$ cat src/rtl/muldiv_pkg.sv
package muldiv_pkg;

  localparam logic [2:0] OP_MULS = 3'd0;
  localparam logic [2:0] OP_MULU = 3'd1;
  localparam logic [2:0] OP_DIVS = 3'd2;
  localparam logic [2:0] OP_DIVU = 3'd3;
  localparam logic [2:0] OP_MTHI = 3'd4;
  localparam logic [2:0] OP_MTLO = 3'd5;

  typedef struct packed {
    logic mulGo;
    logic mulSigned;
    logic mtHi;
    logic mtLo;
    logic divInit;
    logic divSigned;
    logic divStep;
    logic divFin;
  } strobe_t;

endpackage

$ cat src/rtl/muldiv_ctrl.sv
module muldiv_ctrl
  import muldiv_pkg::*;
#(
  parameter int WORD = 32
) (
  input  logic       clk,
  input  logic       rstN,
  input  logic       start,
  input  logic [2:0] op,
  output strobe_t    ctl,
  output logic       busy,
  output logic       done,
  output logic       gprWrEn
);

  localparam int CW = $clog2(WORD);
  localparam logic [CW-1:0] LAST = CW'(WORD - 1);

  typedef enum logic [1:0] {S_IDLE, S_ITER, S_FIX} state_e;

  state_e        state;
  logic [CW-1:0] cnt;
  logic          accept;
  logic          isMul;
  logic          isDiv;
  logic          isMove;

  assign accept = start && (state == S_IDLE);
  assign isMul  = (op == OP_MULS) || (op == OP_MULU);
  assign isDiv  = (op == OP_DIVS) || (op == OP_DIVU);
  assign isMove = (op == OP_MTHI) || (op == OP_MTLO);
  assign busy   = (state != S_IDLE);

  always_comb begin
    ctl = '0;
    if (accept) begin
      ctl.mulGo     = isMul;
      ctl.mulSigned = (op == OP_MULS);
      ctl.mtHi      = (op == OP_MTHI);
      ctl.mtLo      = (op == OP_MTLO);
      ctl.divInit   = isDiv;
      ctl.divSigned = (op == OP_DIVS);
    end
    ctl.divStep = (state == S_ITER);
    ctl.divFin  = (state == S_FIX);
  end

  always_ff @(posedge clk) begin
    if (!rstN) begin
      state   <= S_IDLE;
      cnt     <= '0;
      done    <= 1'b0;
      gprWrEn <= 1'b0;
    end else begin
      done    <= (accept && (isMul || isMove)) || (state == S_FIX);
      gprWrEn <= accept && isMul;
      case (state)
        S_IDLE: if (accept && isDiv) begin
          state <= S_ITER;
          cnt   <= '0;
        end
        S_ITER: begin
          cnt <= cnt + 1'b1;
          if (cnt == LAST) state <= S_FIX;
        end
        default: state <= S_IDLE;
      endcase
    end
  end

  // completion is never reported while still busy
  assert_done_idle_R6: assert property (@(posedge clk) disable iff (!rstN)
    done |-> !busy);

  // a start during iteration never restarts the step counter
  assert_no_restart_R11: assert property (@(posedge clk) disable iff (!rstN)
    (state == S_ITER) |=> (state == S_FIX) || (cnt == $past(cnt) + 1'b1));

  // register-write offer only accompanies a completion
  assert_gpr_with_done_R4: assert property (@(posedge clk) disable iff (!rstN)
    gprWrEn |-> done);

  // an accepted divide makes the unit busy on the next cycle
  assert_div_busy_R6: assert property (@(posedge clk) disable iff (!rstN)
    ctl.divInit |=> busy);

endmodule

$ cat src/rtl/muldiv_dp.sv
module muldiv_dp
  import muldiv_pkg::*;
#(
  parameter int WORD  = 32,
  parameter int DWORD = 2 * WORD
) (
  input  logic             clk,
  input  logic             rstN,
  input  strobe_t          ctl,
  input  logic [DWORD-1:0] opA,
  input  logic [DWORD-1:0] opB,
  output logic [DWORD-1:0] hi,
  output logic [DWORD-1:0] lo,
  output logic [DWORD-1:0] gprData
);

  function automatic logic [DWORD-1:0] sext(input logic [WORD-1:0] w);
    return {{(DWORD-WORD){w[WORD-1]}}, w};
  endfunction

  logic [WORD-1:0]  a32, b32;
  logic [DWORD-1:0] aExt, bExt, prod;
  logic             aNeg, bNeg;
  logic [WORD-1:0]  magA, magB;

  logic [WORD-1:0] remR, quoR, dsrR, dvdSave;
  logic            negQ, negR, zeroDiv, sgnDiv;

  logic [WORD:0]   shifted;
  logic [WORD+1:0] diff;
  logic [WORD-1:0] qFix, rFix;

  assign a32  = opA[WORD-1:0];
  assign b32  = opB[WORD-1:0];
  assign aExt = ctl.mulSigned ? sext(a32) : {{(DWORD-WORD){1'b0}}, a32};
  assign bExt = ctl.mulSigned ? sext(b32) : {{(DWORD-WORD){1'b0}}, b32};
  assign prod = aExt * bExt;

  assign aNeg = ctl.divSigned && a32[WORD-1];
  assign bNeg = ctl.divSigned && b32[WORD-1];
  assign magA = aNeg ? (~a32 + 1'b1) : a32;
  assign magB = bNeg ? (~b32 + 1'b1) : b32;

  assign shifted = {remR, quoR[WORD-1]};
  assign diff    = {1'b0, shifted} - {2'b00, dsrR};
  assign qFix    = negQ ? (~quoR + 1'b1) : quoR;
  assign rFix    = negR ? (~remR + 1'b1) : remR;

  always_ff @(posedge clk) begin
    if (!rstN) begin
      hi      <= '0;
      lo      <= '0;
      gprData <= '0;
      remR    <= '0;
      quoR    <= '0;
      dsrR    <= '0;
      dvdSave <= '0;
      negQ    <= 1'b0;
      negR    <= 1'b0;
      zeroDiv <= 1'b0;
      sgnDiv  <= 1'b0;
    end else begin
      if (ctl.mulGo) begin
        hi      <= sext(prod[DWORD-1:WORD]);
        lo      <= sext(prod[WORD-1:0]);
        gprData <= sext(prod[WORD-1:0]);
      end
      if (ctl.mtHi) hi <= opA;
      if (ctl.mtLo) lo <= opA;
      if (ctl.divInit) begin
        remR    <= '0;
        quoR    <= magA;
        dsrR    <= magB;
        dvdSave <= a32;
        negQ    <= aNeg ^ bNeg;
        negR    <= aNeg;
        zeroDiv <= (b32 == '0);
        sgnDiv  <= ctl.divSigned;
      end
      if (ctl.divStep) begin
        if (!diff[WORD+1]) begin
          remR <= diff[WORD-1:0];
          quoR <= {quoR[WORD-2:0], 1'b1};
        end else begin
          remR <= shifted[WORD-1:0];
          quoR <= {quoR[WORD-2:0], 1'b0};
        end
      end
      if (ctl.divFin) begin
        if (zeroDiv) begin
          lo <= (sgnDiv && dvdSave[WORD-1]) ? DWORD'(1) : '1;
          hi <= sext(dvdSave);
        end else begin
          lo <= sext(qFix);
          hi <= sext(rFix);
        end
      end
    end
  end

  // arithmetic results are always sign-extended halves
  assert_sext_R2: assert property (@(posedge clk) disable iff (!rstN)
    (ctl.mulGo || ctl.divFin) |=>
      (hi[DWORD-1:WORD] == {(DWORD-WORD){hi[WORD-1]}}) &&
      (lo[DWORD-1:WORD] == {(DWORD-WORD){lo[WORD-1]}}));

  // unsigned divide by zero leaves LO all ones
  assert_divu_zero_R9: assert property (@(posedge clk) disable iff (!rstN)
    (ctl.divFin && zeroDiv && !sgnDiv) |=> (lo == '1));

  // the register-write value tracks the LO produced by a multiply
  assert_gpr_lo_R4: assert property (@(posedge clk) disable iff (!rstN)
    ctl.mulGo |=> (gprData == lo));

endmodule

$ cat src/rtl/muldiv_hilo.sv
module muldiv_hilo
  import muldiv_pkg::*;
#(
  parameter int WORD = 32
) (
  input  logic              clk,
  input  logic              rstN,
  input  logic              start,
  input  logic [2:0]        op,
  input  logic [2*WORD-1:0] opA,
  input  logic [2*WORD-1:0] opB,
  output logic [2*WORD-1:0] hi,
  output logic [2*WORD-1:0] lo,
  output logic              busy,
  output logic              done,
  output logic              gprWrEn,
  output logic [2*WORD-1:0] gprWrData
);

  localparam int DWORD = 2 * WORD;

  strobe_t ctl;

  muldiv_ctrl #(.WORD(WORD)) u_ctrl (
    .clk     (clk),
    .rstN    (rstN),
    .start   (start),
    .op      (op),
    .ctl     (ctl),
    .busy    (busy),
    .done    (done),
    .gprWrEn (gprWrEn)
  );

  muldiv_dp #(.WORD(WORD), .DWORD(DWORD)) u_dp (
    .clk     (clk),
    .rstN    (rstN),
    .ctl     (ctl),
    .opA     (opA),
    .opB     (opB),
    .hi      (hi),
    .lo      (lo),
    .gprData (gprWrData)
  );

endmodule

$ cat config.mk
export PLATFORM = sky130hd
export DESIGN_NAME = muldiv_hilo
export DESIGN_NICKNAME = d
export VERILOG_FILES = /design/src/rtl/muldiv_pkg.sv /design/src/rtl/muldiv_ctrl.sv /design/src/rtl/muldiv_dp.sv /design/src/rtl/muldiv_hilo.sv
export SDC_FILE = /design/constraint.sdc
export NUM_CORES = 2
export LEC_CHECK = 0
export ABC_AREA = 1
export BUFFER_PORTS_ARGS = -buffer_cell sky130_fd_sc_hd__buf_2
export CORE_ASPECT_RATIO = 0.6
export CORE_MARGIN = 1.5
export CORE_UTILIZATION = 45
export CTS_CLUSTER_DIAMETER = 150
export DETAILED_ROUTE_END_ITERATION = 6
export PLACE_DENSITY = 0.62
export SKIP_CTS_REPAIR_TIMING = 1
export SLEW_MARGIN = 20
export SYNTH_ARGS = -nofsm -noshare
export SYNTH_HDL_FRONTEND = slang
export SYNTH_HIERARCHICAL = 1
export SYNTH_SLANG_ARGS = --single-unit
$ cat constraint.sdc
create_clock -name clk -period 11.8 [get_ports clk]
set_input_delay 0.59 -clock clk [delete_from_list [all_inputs] [get_ports clk]]
set_output_delay 0.59 -clock clk [all_outputs]
set_load 0.05 [all_outputs]
==> Implementation_results.wiki <==
{| class="wikitable"
! Metric !! Value
|-
| Maximum root-to-sink buffer count || 3
|-
| Fill cell instance count of the final layout || roughly 15k
|-
| Slowest stage cell on the critical path || fa_1
|-
| Most frequent cell on the critical path || fa_1
|-
| Max-Slew Margin vs Limit || approximately 28%
|-
| Met1 GRT Util || 55.4%
|-
| Placed inst area || around 72000 sq um
|-
| Actual slew at the worst max-slew pin || 1.08 ns
|-
| Final nets || 11.0k
|-
| Kind of start point of the critical path || flop
|-
| Initial cell density of the core || 45.5%
|-
| Non-Filler Cell Area, Final || 73100 sq um
|-
| Synth cell types || 58
|-
| Total routing usage reported by global routing || 35.2%
|-
| Final core area utilization || 48.5%
|-
| Clock transition time at the flip-flop clock pins of the worst setup and hold paths || around 0.070 ns
|-
| Total standard cell area after synthesis || 68600 sq um
|-
| Data required time of the worst path || 12.34 ns
|-
| TritonRoute pass-1 iters || 7
|-
| Arrival time of the worst setup path || 11.21 ns
|-
| DIE WIDTH || ~510 um
|-
| Final sum of negative setup slack || 0 ns
|-
| Maximum number of pins on one net before global-route repair || 86
|-
| Max-capacitance violation count || 0
|-
| Vias per std cell || 5.26
|-
| Number of antenna violations at the first check in global routing || 16
|-
| Detailed Route WL || 269000 um
|-
| TritonCTS clock tree || yes
|-
| Busiest layer in global routing || met1
|-
| Net count after synthesis || 11.0k
|-
| Setup violations, final || 0
|-
| I/O Pins || 329
|-
| Fin. Hold Viols || 0
|-
| Fmax || 93.8 MHz
|-
| Portion of synthesized cell area occupied by the leading cell type || 41.5%
|-
| Cell with the most instances after synthesis || inv_1
|-
| CP Capture Type || flop
|-
| Clk Latency, worst-skew pair || 0.64 ns
|-
| Wire per inst || 24.2 um
|-
| Synth Instances || 9050
|-
| Met2 layer usage reported by global route || 46.8%
|-
| Peak fanout along the critical path || 11
|-
| Setup repair after global routing missed its margin || false
|-
| Crit Path Category || flop to flop
|-
| Count of state elements after synthesis || 301
|-
| Hpwl dp || around 220000 um
|-
| Clock sink count || approximately 300
|-
| GRT Residual Overflow || 0
|-
| Wire length of the first global-routing pass || 399000 um
|-
| Final cycle utilization of the critical path || 90.4%
|-
| Overall die height || between 300 and 400 um
|-
| Number of vias in the routed layout || 58.6k
|-
| Post-synth ARST share || 0%
|-
| Fraction of layout cells with a size suffix above 1 || 7.26%
|-
| Worst min path class || input port to flop
|-
| Number of nets with antenna violations after routing || 0
|-
| Sequential element share of the synthesized area || around 9%
|-
| Number of flops mapped to enable cells by yosys || 0
|-
| Outcome || complete, no violations
|-
| Avg Inst Size Synth || 7.58 sq um
|-
| Top FF cell, synth || dfxtp_1
|-
| Ranking of synthesized cells by area || fa_1, inv_1, nand2_1
|-
| Final count of pins violating max slew || 0
|-
| Shortest period the worst path allows || 10.67 ns
|-
| Count of routing violations after the opening detailed-route iteration || 6952
|-
| Buffer cell driving the clock tree root || clkbuf_16
|-
| Synthesis-to-layout area growth || 6.60%
|-
| Largest stage delay, worst path || 0.73 ns
|-
| Quantity of I/O buffers inserted on ports || 296
|-
| Final weighted congestion in routability-driven placement || 1.01
|-
| Area of the core region || 151000 sq um
|-
| Largest area contributor in the synthesized netlist || fa_1
|-
| DRC viols || 0
|-
| Vias in the first global route || 58.9k
|-
| Synth cell count leaders || inv_1, nand2_1, fa_1, nor2_1, a21oi_1
|-
| Row Count || 110
|-
| Number of warning messages in the yosys log || 6
|-
| Number of levels the H-tree was split into || 1
|-
| Number of buffers created by CTS || 27
|-
| Met3 layer usage reported by global route || 11.2%
|-
| Die area || 155000 sq um
|-
| Worst-case clock skew || 0.0336 ns
|}
[worst max-delay path, delay by kind of cell, from the launching register on]
family | cells | cell delay (ns)
AND/OR/NAND/NOR | 10 | 1.75
adder cells (fa/ha/maj) | 11 | 5.88
flip-flops | 1 | 0.36
buffers and inverters | 9 | 1.47
AO/OA/AOI/OAI | 4 | 1.06
[layout make-up]
class	count	area (sq um)	share of cell area, %
antenna	2	5.00	0.00684
clock buffer	30	707	0.967
clock inverter	19	253	0.346
inverter	2537	9530	13.0
multi-input combinational	5745	51100	69.9
sequential	301	6030	8.24
tap	2016	2520	3.45
timing repair buffer	488	2980	4.07
[metrics by stage]
stage	hold WS, ns	worst slack (ns)	cells
final	0.214	1.13	11138
after global routing	0.198	0.686	11137
after CTS	0.176	1.31	11136
after detailed placement	0.455	1.22	11087
after global placement	0.452	1.22	11087
after floorplan	0.441	2.34	9050
[flip-flops by register name, indices dropped and copies added, names as in the netlist, 2 cells and up]
name          count
u_dp/quoR        32
u_ctrl/state      2
u_dp/dsrR        32
u_dp/dvdSave     32
u_dp/gprData     32
u_dp/remR        32
u_dp/hi          64
u_ctrl/cnt        5
u_dp/lo          64
[layer usage]
layer | vias up | part of all wire, % | wire (um)
li1 | 26371 | - | -
met4 | 4 | 1.9 | 5200
met2 | 2972 | 38 | 102000
met5 | - | 0.051 | 138
met1 | 29067 | 47 | 127000
met3 | 219 | 13 | 34900
[final timing paths]
kind              cells past startpoint  slack (ns)        endpoint            start
hold reg to reg                       2        0.46     u_dp/lo[24]      u_dp/lo[24]
setup reg to reg                     34        1.13     u_dp/hi[16]  u_ctrl/state[0]
hold / removal                        2        0.21  u_ctrl/gprWrEn            op[2]
setup / recovery                     34        1.13     u_dp/hi[16]  u_ctrl/state[0]
[cell usage in the layout, fill, tap and decap left out, types with 20 or more instances in the layout]
master	Yosys	final
xnor2_1	48	48
a21oi_1	419	419
buf_2	25	295
inv_1	2511	2510
buf_4	33	189
ha_1	345	345
clkbuf_16	0	27
dfxtp_1	301	301
a21oi_2	28	28
nand3_1	185	184
o211ai_1	63	63
o21ai_0	401	401
nor2_1	462	457
fa_1	1422	1422
nor3_1	59	57
nand2_1	1952	1950
a21o_1	20	20
inv_2	22	22
nand4_1	34	34
a31oi_1	42	42
xor2_1	84	84
o21bai_1	20	20
[logic make-up (layout without fill, tap and decap cells)]
family / Yosys count / count (layout) / share of synthesized area [%]
DFF: 301 / 301 / 8.78
and+or+nand+nor: 2780 / 2780 / 16.3
other: 0 / 2 / 0
adders and majority gates: 1767 / 1767 / 47.8
xor gates and xnor gates: 132 / 132 / 1.69
buffers and inverters: 3004 / 3074 / 16.8
AOI/OAI and AO/OA: 1066 / 1066 / 8.68
Power is left out: the tool's default activity adds up to more than one toggle a clock period on the data nets, which glitch-free logic cannot reach.
